--- config.mk ---
export PLATFORM = sky130hd
export DESIGN_NAME = msb_sad_array
export DESIGN_NICKNAME = d
export VERILOG_FILES = /design/src/rtl/sad_pkg.sv /design/src/rtl/sad_pe.sv /design/src/rtl/sad_plane_count.sv /design/src/rtl/sad_ctrl.sv /design/src/rtl/msb_sad_array.sv
export SDC_FILE = /design/constraint.sdc
export NUM_CORES = 1
export LEC_CHECK = 0
export ABC_AREA = 1
export BUFFER_PORTS_ARGS = -buffer_cell sky130_fd_sc_hd__buf_4
export CAP_MARGIN = 15
export CORE_AREA = 2 2 272 274
export CTS_CLUSTER_DIAMETER = 80
export DETAILED_ROUTE_END_ITERATION = 8
export DIE_AREA = 0 0 274 276
export GPL_TIMING_DRIVEN = 0
export SYNTH_ARGS = -nofsm -noshare
export SYNTH_HDL_FRONTEND = slang
export SYNTH_SLANG_ARGS = --single-unit
export TNS_END_PERCENT = 100
--- constraint.sdc ---
create_clock -name clk_i -period 16.1 [get_ports clk_i]
set_input_delay 0 -clock clk_i [delete_from_list [all_inputs] [get_ports clk_i]]
set_output_delay 0 -clock clk_i [all_outputs]
set_load 0.005 [all_outputs]
--- src/rtl/sad_pkg.sv ---
package sad_pkg;

  typedef enum logic [1:0] {
    ST_IDLE  = 2'd0,
    ST_DIFF  = 2'd1,
    ST_PLANE = 2'd2
  } sad_state_e;

  function automatic logic [7:0] abs_diff8(input logic [7:0] a, input logic [7:0] b);
    return (a > b) ? (a - b) : (b - a);
  endfunction

endpackage

--- src/rtl/sad_pe.sv ---
module sad_pe #(
  parameter int PIX_W = 8
) (
  input  logic             clk_i,
  input  logic             rst_ni,
  input  logic             ld_i,
  input  logic             shift_mode_i,
  input  logic [PIX_W-1:0] cur_i,
  input  logic [PIX_W-1:0] ref_bus_i,
  input  logic [PIX_W-1:0] ref_nbr_i,
  input  logic             diff_ld_i,
  input  logic             plane_adv_i,
  output logic [PIX_W-1:0] ref_o,
  output logic             bit_o
);

  logic [PIX_W-1:0] cur_q, ref_q, mag_q, mag_d;

  always_comb begin
    mag_d = (cur_q > ref_q) ? (cur_q - ref_q) : (ref_q - cur_q);
  end

  always_ff @(posedge clk_i or negedge rst_ni) begin
    if (!rst_ni) begin
      cur_q <= '0;
      ref_q <= '0;
    end else if (ld_i) begin
      cur_q <= cur_i;
      ref_q <= shift_mode_i ? ref_nbr_i : ref_bus_i;
    end
  end

  // magnitude shifts left so the current plane is always at the top bit
  always_ff @(posedge clk_i or negedge rst_ni) begin
    if (!rst_ni)          mag_q <= '0;
    else if (diff_ld_i)   mag_q <= mag_d;
    else if (plane_adv_i) mag_q <= {mag_q[PIX_W-2:0], 1'b0};
  end

  assign ref_o = ref_q;
  assign bit_o = mag_q[PIX_W-1];

  // the magnitude captured at the load step is the unsigned distance
  assert_mag_load_R4: assert property (@(posedge clk_i) disable iff (!rst_ni)
    $past(diff_ld_i) |-> (mag_q == (($past(cur_q) > $past(ref_q)) ?
                                    ($past(cur_q) - $past(ref_q)) :
                                    ($past(ref_q) - $past(cur_q)))));

endmodule

--- src/rtl/sad_plane_count.sv ---
module sad_plane_count #(
  parameter int N = 16,
  localparam int CNT_W = $clog2(N + 1)
) (
  input  logic [N-1:0]     bits_i,
  output logic [CNT_W-1:0] cnt_o
);

  always_comb begin
    cnt_o = '0;
    for (int i = 0; i < N; i++) cnt_o = cnt_o + CNT_W'(bits_i[i]);
  end

endmodule

--- src/rtl/sad_ctrl.sv ---
module sad_ctrl
  import sad_pkg::*;
#(
  parameter int PIX_W = 8,
  parameter int N     = 16,
  parameter int THR_W = 16,
  parameter int SAD_W = 12,
  parameter int CNT_W = 5
) (
  input  logic             clk_i,
  input  logic             rst_ni,
  input  logic             start_i,
  input  logic [THR_W-1:0] thresh_i,
  input  logic [CNT_W-1:0] plane_cnt_i,
  output logic             accept_o,
  output logic             diff_ld_o,
  output logic             plane_adv_o,
  output logic [SAD_W-1:0] sad_o,
  output logic             done_o,
  output logic             early_o
);

  localparam int KW    = $clog2(PIX_W);
  localparam int CMP_W = (SAD_W > THR_W) ? SAD_W : THR_W;
  localparam int MAX_SAD = N * ((1 << PIX_W) - 1);

  sad_state_e       state_q;
  logic [KW-1:0]    k_q;
  logic [SAD_W-1:0] acc_q, acc_nxt;
  logic [THR_W-1:0] thr_q;
  logic             stop_early;

  assign accept_o    = start_i && (state_q == ST_IDLE);
  assign diff_ld_o   = (state_q == ST_DIFF);
  assign plane_adv_o = (state_q == ST_PLANE);

  always_comb begin
    acc_nxt    = acc_q + (SAD_W'(plane_cnt_i) << k_q);
    stop_early = (k_q != '0) && (CMP_W'(acc_nxt) >= CMP_W'(thr_q));
  end

  always_ff @(posedge clk_i or negedge rst_ni) begin
    if (!rst_ni) begin
      state_q <= ST_IDLE;
      k_q     <= '0;
      acc_q   <= '0;
      thr_q   <= '0;
      sad_o   <= '0;
      done_o  <= 1'b0;
      early_o <= 1'b0;
    end else begin
      done_o <= 1'b0;
      unique case (state_q)
        ST_IDLE: if (accept_o) begin
          thr_q   <= thresh_i;
          acc_q   <= '0;
          state_q <= ST_DIFF;
        end
        ST_DIFF: begin
          k_q     <= KW'(PIX_W - 1);
          state_q <= ST_PLANE;
        end
        ST_PLANE: begin
          acc_q <= acc_nxt;
          if (k_q == '0 || stop_early) begin
            state_q <= ST_IDLE;
            done_o  <= 1'b1;
            sad_o   <= acc_nxt;
            early_o <= stop_early;
          end else begin
            k_q <= k_q - 1'b1;
          end
        end
        default: state_q <= ST_IDLE;
      endcase
    end
  end

  assert_done_pulse_R10: assert property (@(posedge clk_i) disable iff (!rst_ni)
    done_o |=> !done_o);

  assert_result_hold_R10: assert property (@(posedge clk_i) disable iff (!rst_ni)
    !done_o |-> ($stable(sad_o) && $stable(early_o)));

  assert_no_early_done_R2: assert property (@(posedge clk_i) disable iff (!rst_ni)
    $past(accept_o) |-> !done_o);

  assert_sad_bound_R2: assert property (@(posedge clk_i) disable iff (!rst_ni)
    int'(sad_o) <= MAX_SAD);

  assert_acc_monotone_R4: assert property (@(posedge clk_i) disable iff (!rst_ni)
    (state_q == ST_PLANE && $past(state_q == ST_PLANE)) |-> (acc_q >= $past(acc_q)));

  assert_early_above_thr_R11: assert property (@(posedge clk_i) disable iff (!rst_ni)
    (done_o && early_o) |-> (CMP_W'(sad_o) >= CMP_W'(thr_q)));

  assert_thr_frozen_R9: assert property (@(posedge clk_i) disable iff (!rst_ni)
    (state_q != ST_IDLE) |=> $stable(thr_q));

endmodule

--- src/rtl/msb_sad_array.sv ---
module msb_sad_array #(
  parameter int PIX_W = 8,
  parameter int ROWS  = 4,
  parameter int COLS  = 4,
  parameter int THR_W = 16,
  localparam int N       = ROWS * COLS,
  localparam int MAX_SAD = N * ((1 << PIX_W) - 1),
  localparam int SAD_W   = $clog2(MAX_SAD + 1),
  localparam int CNT_W   = $clog2(N + 1)
) (
  input  logic                clk_i,
  input  logic                rst_ni,
  input  logic                start_i,
  input  logic                ref_mode_i,
  input  logic [N*PIX_W-1:0]  cur_pix_i,
  input  logic [N*PIX_W-1:0]  ref_pix_i,
  input  logic [ROWS*PIX_W-1:0] ref_col_i,
  input  logic [THR_W-1:0]    thresh_i,
  output logic [SAD_W-1:0]    sad_o,
  output logic                done_o,
  output logic                early_o
);

  logic             accept, diff_ld, plane_adv;
  logic [N-1:0]     plane_bits;
  logic [CNT_W-1:0] plane_cnt;
  logic [PIX_W-1:0] ref_w [N];

  for (genvar r = 0; r < ROWS; r++) begin : g_row
    for (genvar c = 0; c < COLS; c++) begin : g_col
      localparam int P = r * COLS + c;
      logic [PIX_W-1:0] nbr;
      if (c == COLS - 1) begin : g_edge
        assign nbr = ref_col_i[r*PIX_W +: PIX_W];
      end else begin : g_inner
        assign nbr = ref_w[P+1];
      end
      sad_pe #(.PIX_W(PIX_W)) u_pe (
        .clk_i       (clk_i),
        .rst_ni      (rst_ni),
        .ld_i        (accept),
        .shift_mode_i(ref_mode_i),
        .cur_i       (cur_pix_i[P*PIX_W +: PIX_W]),
        .ref_bus_i   (ref_pix_i[P*PIX_W +: PIX_W]),
        .ref_nbr_i   (nbr),
        .diff_ld_i   (diff_ld),
        .plane_adv_i (plane_adv),
        .ref_o       (ref_w[P]),
        .bit_o       (plane_bits[P])
      );
    end
    // the left-hand element takes over its neighbour's pixel on a shift
    assert_row_shift_R8: assert property (@(posedge clk_i) disable iff (!rst_ni)
      $past(accept && ref_mode_i) |-> (ref_w[r*COLS] == $past(ref_w[r*COLS+1])));
  end

  sad_plane_count #(.N(N)) u_cnt (
    .bits_i(plane_bits),
    .cnt_o (plane_cnt)
  );

  sad_ctrl #(
    .PIX_W(PIX_W), .N(N), .THR_W(THR_W), .SAD_W(SAD_W), .CNT_W(CNT_W)
  ) u_ctrl (
    .clk_i      (clk_i),
    .rst_ni     (rst_ni),
    .start_i    (start_i),
    .thresh_i   (thresh_i),
    .plane_cnt_i(plane_cnt),
    .accept_o   (accept),
    .diff_ld_o  (diff_ld),
    .plane_adv_o(plane_adv),
    .sad_o      (sad_o),
    .done_o     (done_o),
    .early_o    (early_o)
  );

endmodule

# [Word-level counts from Yosys, hierarchy flattened]
# Index checks and enable logic that the tools add are counted.
[classes] n_mux=73 shift=1 add_sub_neg=49 n_eq_ne=5 n_reduce_logical=13 order_cmp=17
[op_table] op="8-bit two-way mux" count=64
[op_table] op="8-bit subtractor" count=32
[op_table] op="8-bit > comparator" count=16
[op_table] op="5-bit by 1-bit adder with 5-bit output" count=14
[op_table] op="12-bit one-hot mux with 2 select lines" count=1
[op_table] op="12-bit by 16-bit greater-or-equal comparator with 1-bit output" count=1
[op_table] op="12-bit adder" count=1
[op_table] op="12-bit two-way mux" count=1
[op_table] op="5-bit by 3-bit << shifter with 12-bit output" count=1
[op_table] op="2-bit AND reduction" count=5
[op_table] op="2-bit one-hot mux with 3 select lines" count=1
[op_table] op="3-bit one-hot mux with 2 select lines" count=1
[op_table] op="2-bit two-way mux" count=2
[op_table] op="2-bit != test (second input constant)" count=2
[op_table] op="2-bit nonzero test" count=2
[op_table] op="3-bit logical NOT" count=1
[op_table] op="3-bit two-way mux" count=1
[op_table] op="3-bit nonzero test" count=1
[op_table] op="3-bit by 1-bit subtractor with 3-bit output (second input constant)" count=1
[op_table] op="1-bit by 1-bit adder with 2-bit output" count=1
[op_table] op="2-bit by 1-bit equality test with 1-bit output (second input constant)" count=1
[op_table] op="2-bit equality test (second input constant)" count=1
[op_table] op="1-bit logical AND" count=2
[op_table] op="2-bit logical NOT" count=1
[op_table] op="other kinds (3)" count=4
[totals] register_bits=431 output_inout_bits=14 input_bits=308

# [Longest topological paths before layout]
# Gate-level depths: netlist of the first run.
[logic_depth] depth_word=22 ltp_mapped=37 ltp_nobuf=36

# [Cells and area by module]
# From an unflattened synthesis of the first run, not the netlist that was laid out.
[hier_totals] hier_cells=4515 hier_area_um2=32516.2
[modules_own_cells] mod="sad_pe at g_row[0].g_col[1].u_pe ..." n_inst=11 seq_area_each_um2=600.6 cells_per_inst=255 area_each_um2=1816.7
[modules_own_cells] mod="sad_pe at g_row[3].g_col[0].u_pe ..." n_inst=4 seq_area_each_um2=600.6 cells_per_inst=256 area_each_um2=1826.8
[modules_own_cells] mod="sad_ctrl" n_inst=1 seq_area_each_um2=1176.1 cells_per_inst=380 area_each_um2=2994.1
[modules_own_cells] mod="sad_pe at g_row[0].g_col[0].u_pe" n_inst=1 seq_area_each_um2=600.6 cells_per_inst=254 area_each_um2=1816.7
[modules_own_cells] mod="sad_plane_count" n_inst=1 seq_area_each_um2=0.0 cells_per_inst=52 area_each_um2=414.1

# [Worst setup path after synthesis of the first run]
# No wires, ideal clock.
[synth_path] kind="register -> register" startpoint="register g_row[0].g_col[0].u_pe.mag_q[7]" endpoint="register u_ctrl.sad_o[1]" stages_incl_launch_ff=33 t_required_ns=15.983 setup_slack_ns=9.830 t_arrival_ns=6.153 setup_ns=0.117 path_cell_list="dfrtp_1 ha_1 inv_1 fa_1 inv_1 fa_1 fa_1 inv_1 fa_1 fa_1 fa_1 xnor2_1 nand2_1 o21ai_0 or2_2 nand3_1 o21ai_0 ha_1 nand2_1 nand2_1 nand2_1 nand2_1 a21oi_1 xor2_1 ha_1 a21o_1 nor2_1 nand2_1 nand2_1 nand4_1 buf_4 nand3_1 nand2_1"
[synth_via] elab_chain_cells=21
[synth_rtl] item="from (decl)" line_no="sad_pe.sv:17" rtl="logic [PIX_W-1:0] cur_q, ref_q, mag_q, mag_d;"
[synth_rtl] item="from (signal assigned)" line_no="sad_pe.sv:36" rtl="else if (diff_ld_i) mag_q <= mag_d;"
[synth_rtl] item="from (signal assigned)" line_no="sad_pe.sv:37" rtl="else if (plane_adv_i) mag_q <= {mag_q[PIX_W-2:0], 1'b0};"
[synth_rtl] item="1-bit by 1-bit adder with 2-bit output" line_no="sad_plane_count.sv:11" rtl="for (int i = 0; i < N; i++) cnt_o = cnt_o + CNT_W'(bits_i[i]);"
[synth_rtl] item="5-bit by 1-bit adder with 5-bit output (14 in a row)" line_no="sad_plane_count.sv:11"
[synth_rtl] item="5-bit by 3-bit << shifter with 12-bit output" line_no="sad_ctrl.sv:38" rtl="acc_nxt = acc_q + (SAD_W'(plane_cnt_i) << k_q);"
[synth_rtl] item="12-bit adder" line_no="sad_ctrl.sv:38"
[synth_rtl] item="named net u_ctrl.acc_nxt[7]" line_no="sad_ctrl.sv:29" rtl="logic [SAD_W-1:0] acc_q, acc_nxt;"
[synth_rtl] item="12-bit by 16-bit greater-or-equal comparator with 1-bit output" line_no="sad_ctrl.sv:39" rtl="stop_early = (k_q != '0) && (CMP_W'(acc_nxt) >= CMP_W'(thr_q));"
[synth_rtl] item="1-bit logical AND" line_no="sad_ctrl.sv:39"
[synth_rtl] item="1-bit logical OR" line_no="sad_ctrl.sv:65" rtl="if (k_q == '0 || stop_early) begin"
[synth_rtl] item="2-bit AND reduction (no source line)"
[synth_rtl] item="to (signal assigned)" line_no="sad_ctrl.sv:68" rtl="sad_o <= acc_nxt;"
[synth_rtl] item="to (decl)" line_no="sad_ctrl.sv:18" rtl="output logic [SAD_W-1:0] sad_o,"
# The timed path passes the listed nets, and every way through them passes these cells.
# A chain may end at the register's enable or synchronous reset.

# [Final worst setup path of the first run]
[layout_path] startpoint="register g_row[0].g_col[0].u_pe.mag_q[7]" endpoint="register u_ctrl.k_q[2]"
[layout_via] elab_chain_cells=22
[layout_rtl] item="1-bit by 1-bit adder with 2-bit output" line_no="sad_plane_count.sv:11"
[layout_rtl] item="5-bit by 1-bit adder with 5-bit output (14 in a row)" line_no="sad_plane_count.sv:11"
[layout_rtl] item="5-bit by 3-bit << shifter with 12-bit output" line_no="sad_ctrl.sv:38"
[layout_rtl] item="12-bit adder" line_no="sad_ctrl.sv:38"
[layout_rtl] item="named net u_ctrl.acc_nxt[7]" line_no="sad_ctrl.sv:29"
[layout_rtl] item="12-bit by 16-bit greater-or-equal comparator with 1-bit output" line_no="sad_ctrl.sv:39"
[layout_rtl] item="1-bit logical AND" line_no="sad_ctrl.sv:39"
[layout_rtl] item="1-bit logical OR" line_no="sad_ctrl.sv:65"
[layout_rtl] item="2-bit != test (no source line)"
[layout_rtl] item="2-bit AND reduction (no source line)"
[layout_rtl] item="to (signal assigned)" line_no="sad_ctrl.sv:60" rtl="k_q <= KW'(PIX_W - 1);"
[layout_rtl] item="to (signal assigned)" line_no="sad_ctrl.sv:71" rtl="k_q <= k_q - 1'b1;"
[layout_rtl] item="to (decl)" line_no="sad_ctrl.sv:28" rtl="logic [KW-1:0] k_q;"
# The timed path passes the listed nets, and every way through them passes these cells.

==> results of run 1 <==
worst register-to-register path: cells and delay by family (launching register included):
family | cells | cell delay (ns)
fa+ha+maj | 9 | 3.76
xor+xnor | 2 | 0.62
compound gates | 4 | 0.57
simple gates | 14 | 1.65
flops | 1 | 0.39
buf+inv | 3 | 0.15
path summary, 6_finish.rpt:
check | startpoint | endpoint | slack (ns) | depth (start not counted)
worst max-delay path | g_row[0].g_col[0].u_pe.mag_q[7] | u_ctrl.k_q[2] | 8.90 | 32
worst min-delay path | ref_mode_i | g_row[1].g_col[0].u_pe.ref_o[1] | 0.05 | 3
worst max register to register | g_row[0].g_col[0].u_pe.mag_q[7] | u_ctrl.k_q[2] | 8.90 | 32
worst min register to register | g_row[3].g_col[0].u_pe.mag_q[5] | g_row[3].g_col[0].u_pe.mag_q[5] | 0.48 | 2
max in group asynchronous | rst_ni | u_ctrl.sad_o[5] | 14.23 | 6
min in group asynchronous | rst_ni | g_row[1].g_col[0].u_pe.cur_q[3] | 0.48 | 4
metal layers:
layer | vias to the layer above | GRT usage
met3 | 176 | 0.0418
li1 | 15800 | -
met5 | - | 0
met2 | 894 | 0.460
met4 | 0 | 0.103
met1 | 14800 | 0.410
layout make-up:
type	instances	share of cell area
repair buffers	644	0.140
multi-input cells	3343	0.447
clock buffers	70	0.0370
well taps	959	0.0292
diodes	1	0.0000608
plain buffers	201	0.0257
flip-flops and latches	431	0.262
inverters	563	0.0522
clock inverters	27	0.00714
sequential cells by signal (all words and copies together) (netlist names), 2 cells and up:
name                    cells
g_row.g_col.u_pe.mag_q    128
g_row.g_col.u_pe.ref_o    128
u_ctrl.sad_o               12
g_row.g_col.u_pe.cur_q    128
u_ctrl.state_q              2
u_ctrl.k_q                  3
u_ctrl.acc_q               12
u_ctrl.thr_q               16
synthesized netlist by cell type (3+ instances only):
| library cell | n | area [sq um] |
|---|---|---|
| ha_1 | 273 | 3420 |
| inv_2 | 6 | 22.5 |
| o21ai_1 | 16 | 80.1 |
| nor3_1 | 4 | 20.0 |
| nor2_2 | 11 | 68.8 |
| nand3b_1 | 18 | 135 |
| fa_1 | 43 | 861 |
| o21bai_1 | 15 | 113 |
| o22ai_1 | 129 | 807 |
| buf_4 | 41 | 308 |
| nand3_1 | 278 | 1390 |
| xnor2_1 | 38 | 333 |
| nand2_2 | 38 | 238 |
| inv_4 | 14 | 87.6 |
| o21ai_2 | 18 | 158 |
| inv_1 | 542 | 2030 |
| nand2_1 | 1382 | 5190 |
| o31ai_1 | 16 | 120 |
| a21o_1 | 19 | 143 |
| dlygate4sd1_1 | 3 | 26.3 |
| xor2_1 | 67 | 587 |
| nand4_1 | 25 | 156 |
| clkbuf_1 | 78 | 293 |
| nand4_2 | 15 | 188 |
| buf_2 | 71 | 355 |
| nor2_1 | 436 | 1640 |
| a21oi_2 | 11 | 96.3 |
| a21oi_1 | 164 | 821 |
| nand2_4 | 20 | 225 |
| o21ai_0 | 296 | 1480 |
| nor2_4 | 5 | 56.3 |
| dfrtp_1 | 431 | 10800 |
per-stage QoR:
step / utilization / instances
floorplan: - / 4538
global placement: 0.496 / 5817
detailed placement: 0.497 / 5821
global route: 0.567 / 6238
finish: 0.567 / 6239
CTS: 0.567 / 6237
timing repair:
| action | CTS | global route |
|---|---|---|
| buffers inserted | 0 | 0 |
| endpoints found under the hold margin | 418 | 0 |
| hold buffers | 319 | 0 |
placed cells by master (no fill, tap or decap), drive strengths merged, types with 67 or more instances in the layout:
cell type	n
a21oi	177
buf	442
clkbuf	151
dfrtp	431
dlygate4sd3	318
ha	273
inv	564
nand2	1440
nand3	278
nor2	452
o21ai	330
o22ai	129
xor2	67
logic make-up (layout without fill, tap and decap cells):
family	Yosys count	count (layout)
AND/OR/NAND/NOR	2236	2236
XOR/XNOR	105	105
AO/OA/AOI/OAI	686	686
adder cells (fa/ha/maj)	316	316
other	0	1
buffers and inverters	764	1505
flip-flops	431	431
==> results.sh, run 1 <==
export IMPL_multi_input_area_sq_mm=0.0184
export IMPL_avgSynthCellArea_sq_um=7.14
export IMPL_slew_violations=0
export IMPL_vias_per_cell=5.08
export IMPL_setup_viol=0
export IMPL_hold_viol=0
export IMPL_worst_pin_slew_ns=1.26
export IMPL_nNetsFinal=5862
export IMPL_cap_violations=0
export IMPL_synth_ff_type="dfrtp_1"
export IMPL_nFillCells=7046
export IMPL_grt_use_total=0.293
export IMPL_wl_met2_mm=49.6
export IMPL_tritoncts="yes"
export IMPL_yosys_warnings=0
export IMPL_drc=0
export IMPL_yosys_area_share_simple=0.289
export IMPL_status="finished clean"
export IMPL_portBuffers=320
export IMPL_worstSetupPathType="flip-flop to flip-flop"
export IMPL_synthAdderAreaFrac=0.132
export IMPL_synth_top_family_by_area="simple AND/OR/NAND/NOR gates"
export IMPL_placed_cell_area_sq_mm=0.0361
export IMPL_vias=31700
export IMPL_slowest_delay_ns=0.49
export IMPL_die_width_microns=274
export IMPL_highest_layer="met4"
export IMPL_synth_edf_count=0
export IMPL_insertion_delay_ns=0.63
export IMPL_die_h_microns=276
export IMPL_wl_met1_mm=50.7
export IMPL_htreeDepth=2
export IMPL_ctsLongestPathBuffers=3
export IMPL_design_die_area_sq_mm=0.0756
export IMPL_muxShareOfSynthArea=0
export IMPL_syn_nets=5162
export IMPL_fin_skew_ns=0.0221
export IMPL_clk_pin_slew_ns=0.06
export IMPL_hold_ws_ns=0.0459
export IMPL_met3_length_mm=6.89
export IMPL_wl_mm=111
export IMPL_worstHoldPathType="primary input to flip-flop"
export IMPL_ys_async_sr_fraction=1.00
export IMPL_fin_crit_sh=0.447
export IMPL_tns_ns=0
export IMPL_postSynthCellCount=4538
export IMPL_dp_hpwl_mm=83.3
export IMPL_ant_nets=0
export IMPL_synth_xor_area_frac=0.0284
export IMPL_gr_total_overflow=0
export IMPL_maxSlewHeadroom=0.153
export IMPL_synth_cell_area_sq_mm=0.0324
export IMPL_dp_slack_ns=8.86
export IMPL_synth_compound_area_frac=0.119
export IMPL_cp_top_family="adder cells"
export IMPL_io_pins=322
export IMPL_cts_inserted_buffers=54
export IMPL_post_cts_resized=0
export IMPL_drt_pass1_iter_count=5
export IMPL_required_ns=16.65
export IMPL_routabilityCongestion=0.951
export IMPL_clock_sinks=431
export IMPL_cp_max_fo=7
export IMPL_syn2layout_area_growth_pct=27.1
export IMPL_drive_gt1_frac=0.129
export IMPL_cts_root_buffer="clkbuf_16"
export IMPL_yosys_register_bits=431
export IMPL_grt_start_max_net_pins=113
export IMPL_final_min_clock_period_ns=7.20
export IMPL_seq_area_frac_synth=0.333
export IMPL_post_drt_wl_per_cell_microns=17.8
export IMPL_start_util=0.446
export IMPL_antenna_found_initial=5
export IMPL_worstPathArrival_ns=7.75
export IMPL_ys_types=42
export IMPL_worstSetupStartpointType="flip-flop"
export IMPL_rsz0062_at_grt="false"
export IMPL_slowest_stage="fa_1"
export IMPL_finalWorstSetupSlack_ns=8.90
export IMPL_max_freq_mhz=139
export IMPL_crit_path_end_kind="flip-flop"
export IMPL_grt_pass1_wl_mm=173
export IMPL_critPathMostFrequentCell="nand2_1"
export IMPL_path_buf_inv=3
export IMPL_seqCellArea_sq_mm=0.0108
export IMPL_fp_coreArea_sq_mm=0.0726
export IMPL_final_area_sq_mm=0.0412
export IMPL_fp_row_count=99
export IMPL_grt_pass1_vias=31000
export IMPL_drtIter0Drc=2599
Power of run 1 is not shown: default switching activity piles up to over one toggle a cycle in this logic, so the estimate is an artifact.
==> inputs of run 2 (changes only) <==
--- a/config.mk
+++ b/config.mk
@@ -5,13 +5,13 @@
 export SDC_FILE = /design/constraint.sdc
 export NUM_CORES = 1
 export LEC_CHECK = 0
-export ABC_AREA = 1
+export ABC_AREA = 0
 export BUFFER_PORTS_ARGS = -buffer_cell sky130_fd_sc_hd__buf_4
 export CAP_MARGIN = 15
-export CORE_AREA = 2 2 272 274
+export CORE_AREA = 2 2 261 263
 export CTS_CLUSTER_DIAMETER = 80
 export DETAILED_ROUTE_END_ITERATION = 8
-export DIE_AREA = 0 0 274 276
+export DIE_AREA = 0 0 263 265
 export GPL_TIMING_DRIVEN = 0
 export SYNTH_ARGS = -nofsm -noshare
 export SYNTH_HDL_FRONTEND = slang
==> constraint.sdc (replaced) <==
create_clock -name clk_i -period 7.24 [get_ports clk_i]
set_input_delay 0 -clock clk_i [delete_from_list [all_inputs] [get_ports clk_i]]
set_output_delay 0 -clock clk_i [all_outputs]
set_load 0.005 [all_outputs]
==> results.sh, run 2 <==
export IMPL_holdCritStartpoint="ref_mode_i"
export IMPL_drtIter0Drc=1596
export IMPL_tritoncts="yes"
export IMPL_final_cells=4684
export IMPL_portBuffers=320
export IMPL_worstSetupStartpointType="flip-flop"
export IMPL_rsz0062_at_grt="true"
export IMPL_r2r_end="u_ctrl.state_q[0]"
export IMPL_yosys_warnings=0
export IMPL_worstSetupPathType="flip-flop to flip-flop"
export IMPL_hold_viol=0
export IMPL_dp_hpwl_mm=69.3
export IMPL_hold_ws_ns=0.0241
export IMPL_routabilityCongestion=0.862
export IMPL_synth_ff_type="dfrtp_1"
export IMPL_ys_async_sr_fraction=1.00
export IMPL_slew_violations=0
export IMPL_gr_total_overflow=0
export IMPL_design_die_area_sq_mm=0.0697
export IMPL_worstPathArrival_ns=8.10
export IMPL_r2r_start="g_row[0].g_col[1].u_pe.mag_q[7]"
export IMPL_final_common_cell="dfrtp_1"
export IMPL_fp_row_count=95
export IMPL_cp_max_fo=3
export IMPL_grt_use_total=0.270
export IMPL_fin_skew_ns=0.0252
export IMPL_r2r_slack_ns=-0.35
export IMPL_yosys_area_top_type="dfrtp_1"
export IMPL_clk_pin_slew_ns=0.06
export IMPL_final_min_clock_period_ns=7.59
export IMPL_drt_pass1_iter_count=5
export IMPL_syn_nets=3683
export IMPL_grt_start_max_net_pins=118
export IMPL_setup_viol=19
export IMPL_synth_most_common_cell="dfrtp_1"
export IMPL_postSynthCellCount=3059
export IMPL_post_drt_wl_per_cell_microns=20.2
export IMPL_synth_cell_area_sq_mm=0.0298
export IMPL_start_util=0.447
export IMPL_ant_nets=0
export IMPL_placed_cell_area_sq_mm=0.0336
export IMPL_finalWorstSetupSlack_ns=-0.354
export IMPL_critPathMostFrequentCell="fa_1"
export IMPL_drc=0
export IMPL_drive_gt1_frac=0.194
export IMPL_antenna_found_initial=1
export IMPL_final_cell_mix="431 x dfrtp_1, 342 x buf_4, 311 x inv_1"
export IMPL_avgSynthCellArea_sq_um=9.76
export IMPL_yosys_register_bits=431
export IMPL_ys_types=57
export IMPL_synth_edf_count=0
export IMPL_slowest_stage="fa_1"
export IMPL_io_pins=322
export IMPL_required_ns=7.75
export IMPL_yosys_area_top_type_share=0.361
export IMPL_tns_ns=-5.88
export IMPL_fin_crit_sh=1.05
export IMPL_cts_root_buffer="clkbuf_16"
export IMPL_crit_path_end_kind="flip-flop"
export IMPL_violations="setup timing"
export IMPL_vias_per_cell=5.43
export IMPL_grt_pass1_vias=26400
export IMPL_worstHoldPathType="primary input to flip-flop"
export IMPL_r2r_cells=30
export IMPL_die_width_microns=263
export IMPL_die_h_microns=265
export IMPL_grt_pass1_wl_mm=149
export IMPL_yosys_top_cells_area="dfrtp_1 36%, ha_1 11%, mux2i_1 8.6%"
export IMPL_clock_sinks=431
export IMPL_htreeDepth=2
export IMPL_fp_coreArea_sq_mm=0.0668
export IMPL_insertion_delay_ns=0.62
export IMPL_holdPathEnd="g_row[1].g_col[1].u_pe.ref_o[3]"
export IMPL_cts_inserted_buffers=52
export IMPL_max_freq_mhz=132
export IMPL_dp_cells=4260
export IMPL_seq_area_frac_synth=0.361
export IMPL_holdPathStages=3
export IMPL_ctsLongestPathBuffers=3
export IMPL_vias=25400
export IMPL_final_area_sq_mm=0.0388
export IMPL_wl_mm=94.7
export IMPL_slowest_delay_ns=0.53
export IMPL_status="finished, violations left"
export IMPL_worst_pin_slew_ns=1.10
export IMPL_nNetsFinal=4395
export IMPL_maxSlewHeadroom=0.267
export IMPL_cap_violations=0
export IMPL_syn2layout_area_growth_pct=30.1
export IMPL_synth_common_cells="431 x dfrtp_1, 312 x inv_1, 273 x ha_1"
==> run 2: logic make-up after synthesis <==
family	after synthesis	synth area share
buf+inv	498	0.0661
mux	481	0.171
fa+ha+maj	316	0.143
flops	431	0.361
xor+xnor	73	0.0214
simple gates	588	0.0985
compound gates	672	0.138
==> run 2: repair_timing <==
| item | CTS | global route |
|---|---|---|
| pin swaps | 30 | 25 |
| setup buffers | 15 | 6 |
| cloned | 1 | 0 |
| hold buffers | 308 | 0 |
| endpoints found under the setup margin | 19 | 19 |
| endpoints found under the hold margin | 610 | 0 |
| resized for setup | 56 | 20 |
==> run 2: worst max path at each step <==
stage	start	to	slack, ns	cells past startpoint
finish	g_row[0].g_col[1].u_pe.mag_q[7]	u_ctrl.state_q[0]	-0.35	30
global route	g_row[0].g_col[1].u_pe.mag_q[7]	u_ctrl.sad_o[10]	-0.56	30
CTS	g_row[0].g_col[1].u_pe.mag_q[7]	u_ctrl.sad_o[6]	-0.51	30
detailed placement	g_row[0].g_col[1].u_pe.mag_q[7]	u_ctrl.sad_o[6]	-1.33	29
global placement	g_row[0].g_col[1].u_pe.mag_q[7]	u_ctrl.sad_o[9]	-1.25	29
floorplan	g_row[0].g_col[0].u_pe.mag_q[7]	u_ctrl.sad_o[10]	0.04	29
==> run 2: worst max-delay path, delay by kind of cell, from the launching register on <==
kind / cells / cell delay, ns
muxes: 2 / 0.57
buffers and inverters: 5 / 0.46
xor gates and xnor gates: 1 / 0.21
adders and majority gates: 9 / 3.58
AOI/OAI and AO/OA: 12 / 2.08
DFF: 1 / 0.39
and+or+nand+nor: 1 / 0.16
==> run 2: metal layers <==
layer,track usage,part of all wire,up-vias
met3,0.0316,0.043,147
met2,0.461,0.49,633
met5,0,0,-
met4,0.0834,0.028,0
li1,-,-,12100
met1,0.360,0.44,12600
==> run 2: metrics by stage <==
stage	utilization	worst slack [ns]
floorplan	-	0.0387
global placement	0.499	-1.25
detailed placement	0.502	-1.33
CTS	0.579	-0.510
global route	0.581	-0.562
finish	0.581	-0.354
==> run 2: area by class of cell <==
class                   instances  area, sq um
fillers                      5724        28000
multi-input cells            2130        17500
flip-flops and latches        431        10800
repair buffers                658         5870
clock buffers                  77         1500
inverters                     313         1170
well taps                     873         1090
plain buffers                 185          806
clock inverters                15          134
diodes                          2         5.00
Power of run 2 is left out for the same reason.
==> inputs of run 3 (changes only) <==
--- a/config.mk
+++ b/config.mk
@@ -15,5 +15,6 @@
 export GPL_TIMING_DRIVEN = 0
 export SYNTH_ARGS = -nofsm -noshare
 export SYNTH_HDL_FRONTEND = slang
+export SYNTH_HIERARCHICAL = 1
 export SYNTH_SLANG_ARGS = --single-unit
 export TNS_END_PERCENT = 100
==> results.sh, run 3 <==
export IMPL_cp_max_fo=9
export IMPL_post_drt_wl_per_cell_microns=17.3
export IMPL_final_cell_mix="430 x dfrtp_1, 358 x dlygate4sd3_1, 325 x buf_4"
export IMPL_seq_area_frac_synth=0.360
export IMPL_required_ns=7.72
export IMPL_synth_compound_area_frac=0.209
export IMPL_die_width_microns=263
export IMPL_slowest_delay_ns=0.59
export IMPL_insertion_delay_ns=0.61
export IMPL_cts_inserted_buffers=52
export IMPL_synth_edf_count=0
export IMPL_finalWorstSetupSlack_ns=0.320
export IMPL_gr_total_overflow=0
export IMPL_clk_pin_slew_ns=0.06
export IMPL_htreeDepth=2
export IMPL_vias_per_cell=5.40
export IMPL_clock_sinks=431
export IMPL_yosys_area_share_simple=0.108
export IMPL_crit_path_end_kind="flip-flop"
export IMPL_io_pins=322
export IMPL_design_die_area_sq_mm=0.0697
export IMPL_ys_async_sr_fraction=1.00
export IMPL_syn2layout_area_growth_pct=30.4
export IMPL_start_util=0.448
export IMPL_slowest_stage="fa_1"
export IMPL_drive_gt1_frac=0.139
export IMPL_tns_ns=0
export IMPL_nNetsFinal=4549
export IMPL_tritoncts="yes"
export IMPL_maxSlewHeadroom=0.409
export IMPL_worstHoldPathType="primary input to asynchronous set/reset pin"
export IMPL_synth_xor_area_frac=0.0295
export IMPL_synth_common_cells="431 x dfrtp_1, 311 x a21oi_1, 303 x inv_1"
export IMPL_final_cells=4842
export IMPL_dp_hpwl_mm=60.6
export IMPL_drc=0
export IMPL_ctsLongestPathBuffers=3
export IMPL_setup_viol=0
export IMPL_final_min_clock_period_ns=6.92
export IMPL_fin_skew_ns=0.0265
export IMPL_worst_pin_slew_ns=0.886
export IMPL_synth_top_family_by_area="compound AO/OA/AOI/OAI gates"
export IMPL_final_common_cell="dfrtp_1"
export IMPL_grt_start_max_net_pins=121
export IMPL_yosys_area_top_type="dfrtp_1"
export IMPL_status="finished clean"
export IMPL_yosys_register_bits=431
export IMPL_yosys_area_top_type_share=0.360
export IMPL_hold_ws_ns=0.0169
export IMPL_synth_cell_area_sq_mm=0.0300
export IMPL_dp_cells=4383
export IMPL_synthAdderAreaFrac=0.142
export IMPL_fp_coreArea_sq_mm=0.0668
export IMPL_yosys_warnings=6
export IMPL_ys_types=63
export IMPL_hold_viol=0
export IMPL_r2r_start="g_row[0].g_col[0].u_pe/mag_q[7]"
export IMPL_muxShareOfSynthArea=0.0942
export IMPL_portBuffers=320
export IMPL_worstPathArrival_ns=7.40
export IMPL_critPathMostFrequentCell="fa_1"
export IMPL_grt_pass1_wl_mm=137
export IMPL_cts_root_buffer="clkbuf_16"
export IMPL_syn_nets=3803
export IMPL_critPathLaunch="g_row[0].g_col[0].u_pe/mag_q[7]"
export IMPL_max_freq_mhz=145
export IMPL_routabilityCongestion=0.911
export IMPL_drt_pass1_iter_count=5
export IMPL_antenna_found_initial=4
export IMPL_worstSetupStartpointType="flip-flop"
export IMPL_synth_ff_type="dfrtp_1"
export IMPL_avgSynthCellArea_sq_um=9.41
export IMPL_fp_row_count=95
export IMPL_yosys_top_cells_area="dfrtp_1 36%, ha_1 11%, mux2i_1 8.1%"
export IMPL_slew_violations=0
export IMPL_fin_crit_sh=0.956
export IMPL_grt_pass1_vias=27200
export IMPL_worstSetupPathType="flip-flop to flip-flop"
export IMPL_synth_most_common_cell="dfrtp_1"
export IMPL_postSynthCellCount=3182
export IMPL_drtIter0Drc=1430
export IMPL_ant_nets=0
export IMPL_wl_mm=84.0
export IMPL_grt_use_total=0.237
export IMPL_vias=26200
export IMPL_dp_slack_ns=-0.0337
export IMPL_cap_violations=0
export IMPL_die_h_microns=265
-- run 3: logic make-up after synthesis --
| logic type | after synthesis |
|---|---|
| compound gates | 955 |
| simple gates | 663 |
| buf+inv | 445 |
| flops | 431 |
| fa+ha+maj | 313 |
| mux | 274 |
| xor+xnor | 101 |
-- run 3: stage by stage --
step / cell area [sq um] / utilization
2_1_floorplan: 30000 / -
6_report: 39100 / 0.585
5_1_grt: 39100 / 0.585
4_1_cts: 39000 / 0.583
3_5_place_dp: 33700 / 0.504
3_3_place_gp: 33400 / 0.501
-- run 3: worst max-delay path, delay by kind of cell, from the launching register on --
kind / cells / cell delay, ns
mux: 2 / 0.46
flops: 1 / 0.40
simple gates: 4 / 0.54
fa+ha+maj: 8 / 3.14
compound gates: 7 / 1.44
xor+xnor: 1 / 0.14
buf+inv: 6 / 0.66
-- run 3: path summary, 6_finish.rpt --
path	to	slack, ns	cells after the start
worst max-delay path	u_ctrl/sad_o[7]	0.32	28
worst min-delay path	g_row[0].g_col[0].u_pe/mag_q[1]	0.02	2
worst max register to register	u_ctrl/sad_o[7]	0.32	28
worst min register to register	u_ctrl/state_q[0]	0.50	1
max in group asynchronous	g_row[1].g_col[3].u_pe/mag_q[7]	5.63	4
min in group clk_i	g_row[3].g_col[2].u_pe/ref_o[5]	0.03	3
-- run 3: layer usage --
layer  vias to the layer above  GRT usage  wire length [microns]
li1                      12700          -                      -
met1                     12800      0.296                  36000
met2                       570      0.423                  42000
met3                       167     0.0311                   3160
met4                         6     0.0809                   2700
met5                         -          0                     40
-- run 3: what timing repair did --
item | CTS | global route
pin swaps | 0 | 8
resized for setup | 2 | 15
setup buffers | 0 | 6
setup endpoints to repair | 8 | 17
endpoints found under the hold margin | 376 | 0
hold buffers | 358 | 0
-- run 3: layout make-up --
cell class / count / area [sq um]
Inverter: 305 / 1150
Timing Repair Buffer: 692 / 6240
Clock buffer: 78 / 1530
Clock inverter: 16 / 170
Tap cell: 873 / 1090
Sequential cell: 431 / 10800
Antenna cell: 1 / 2.50
Multi-Input combinational cell: 2306 / 17500
Fill cell: 5727 / 27700
Buffer: 140 / 581
Power of run 3 is left out for the same reason.
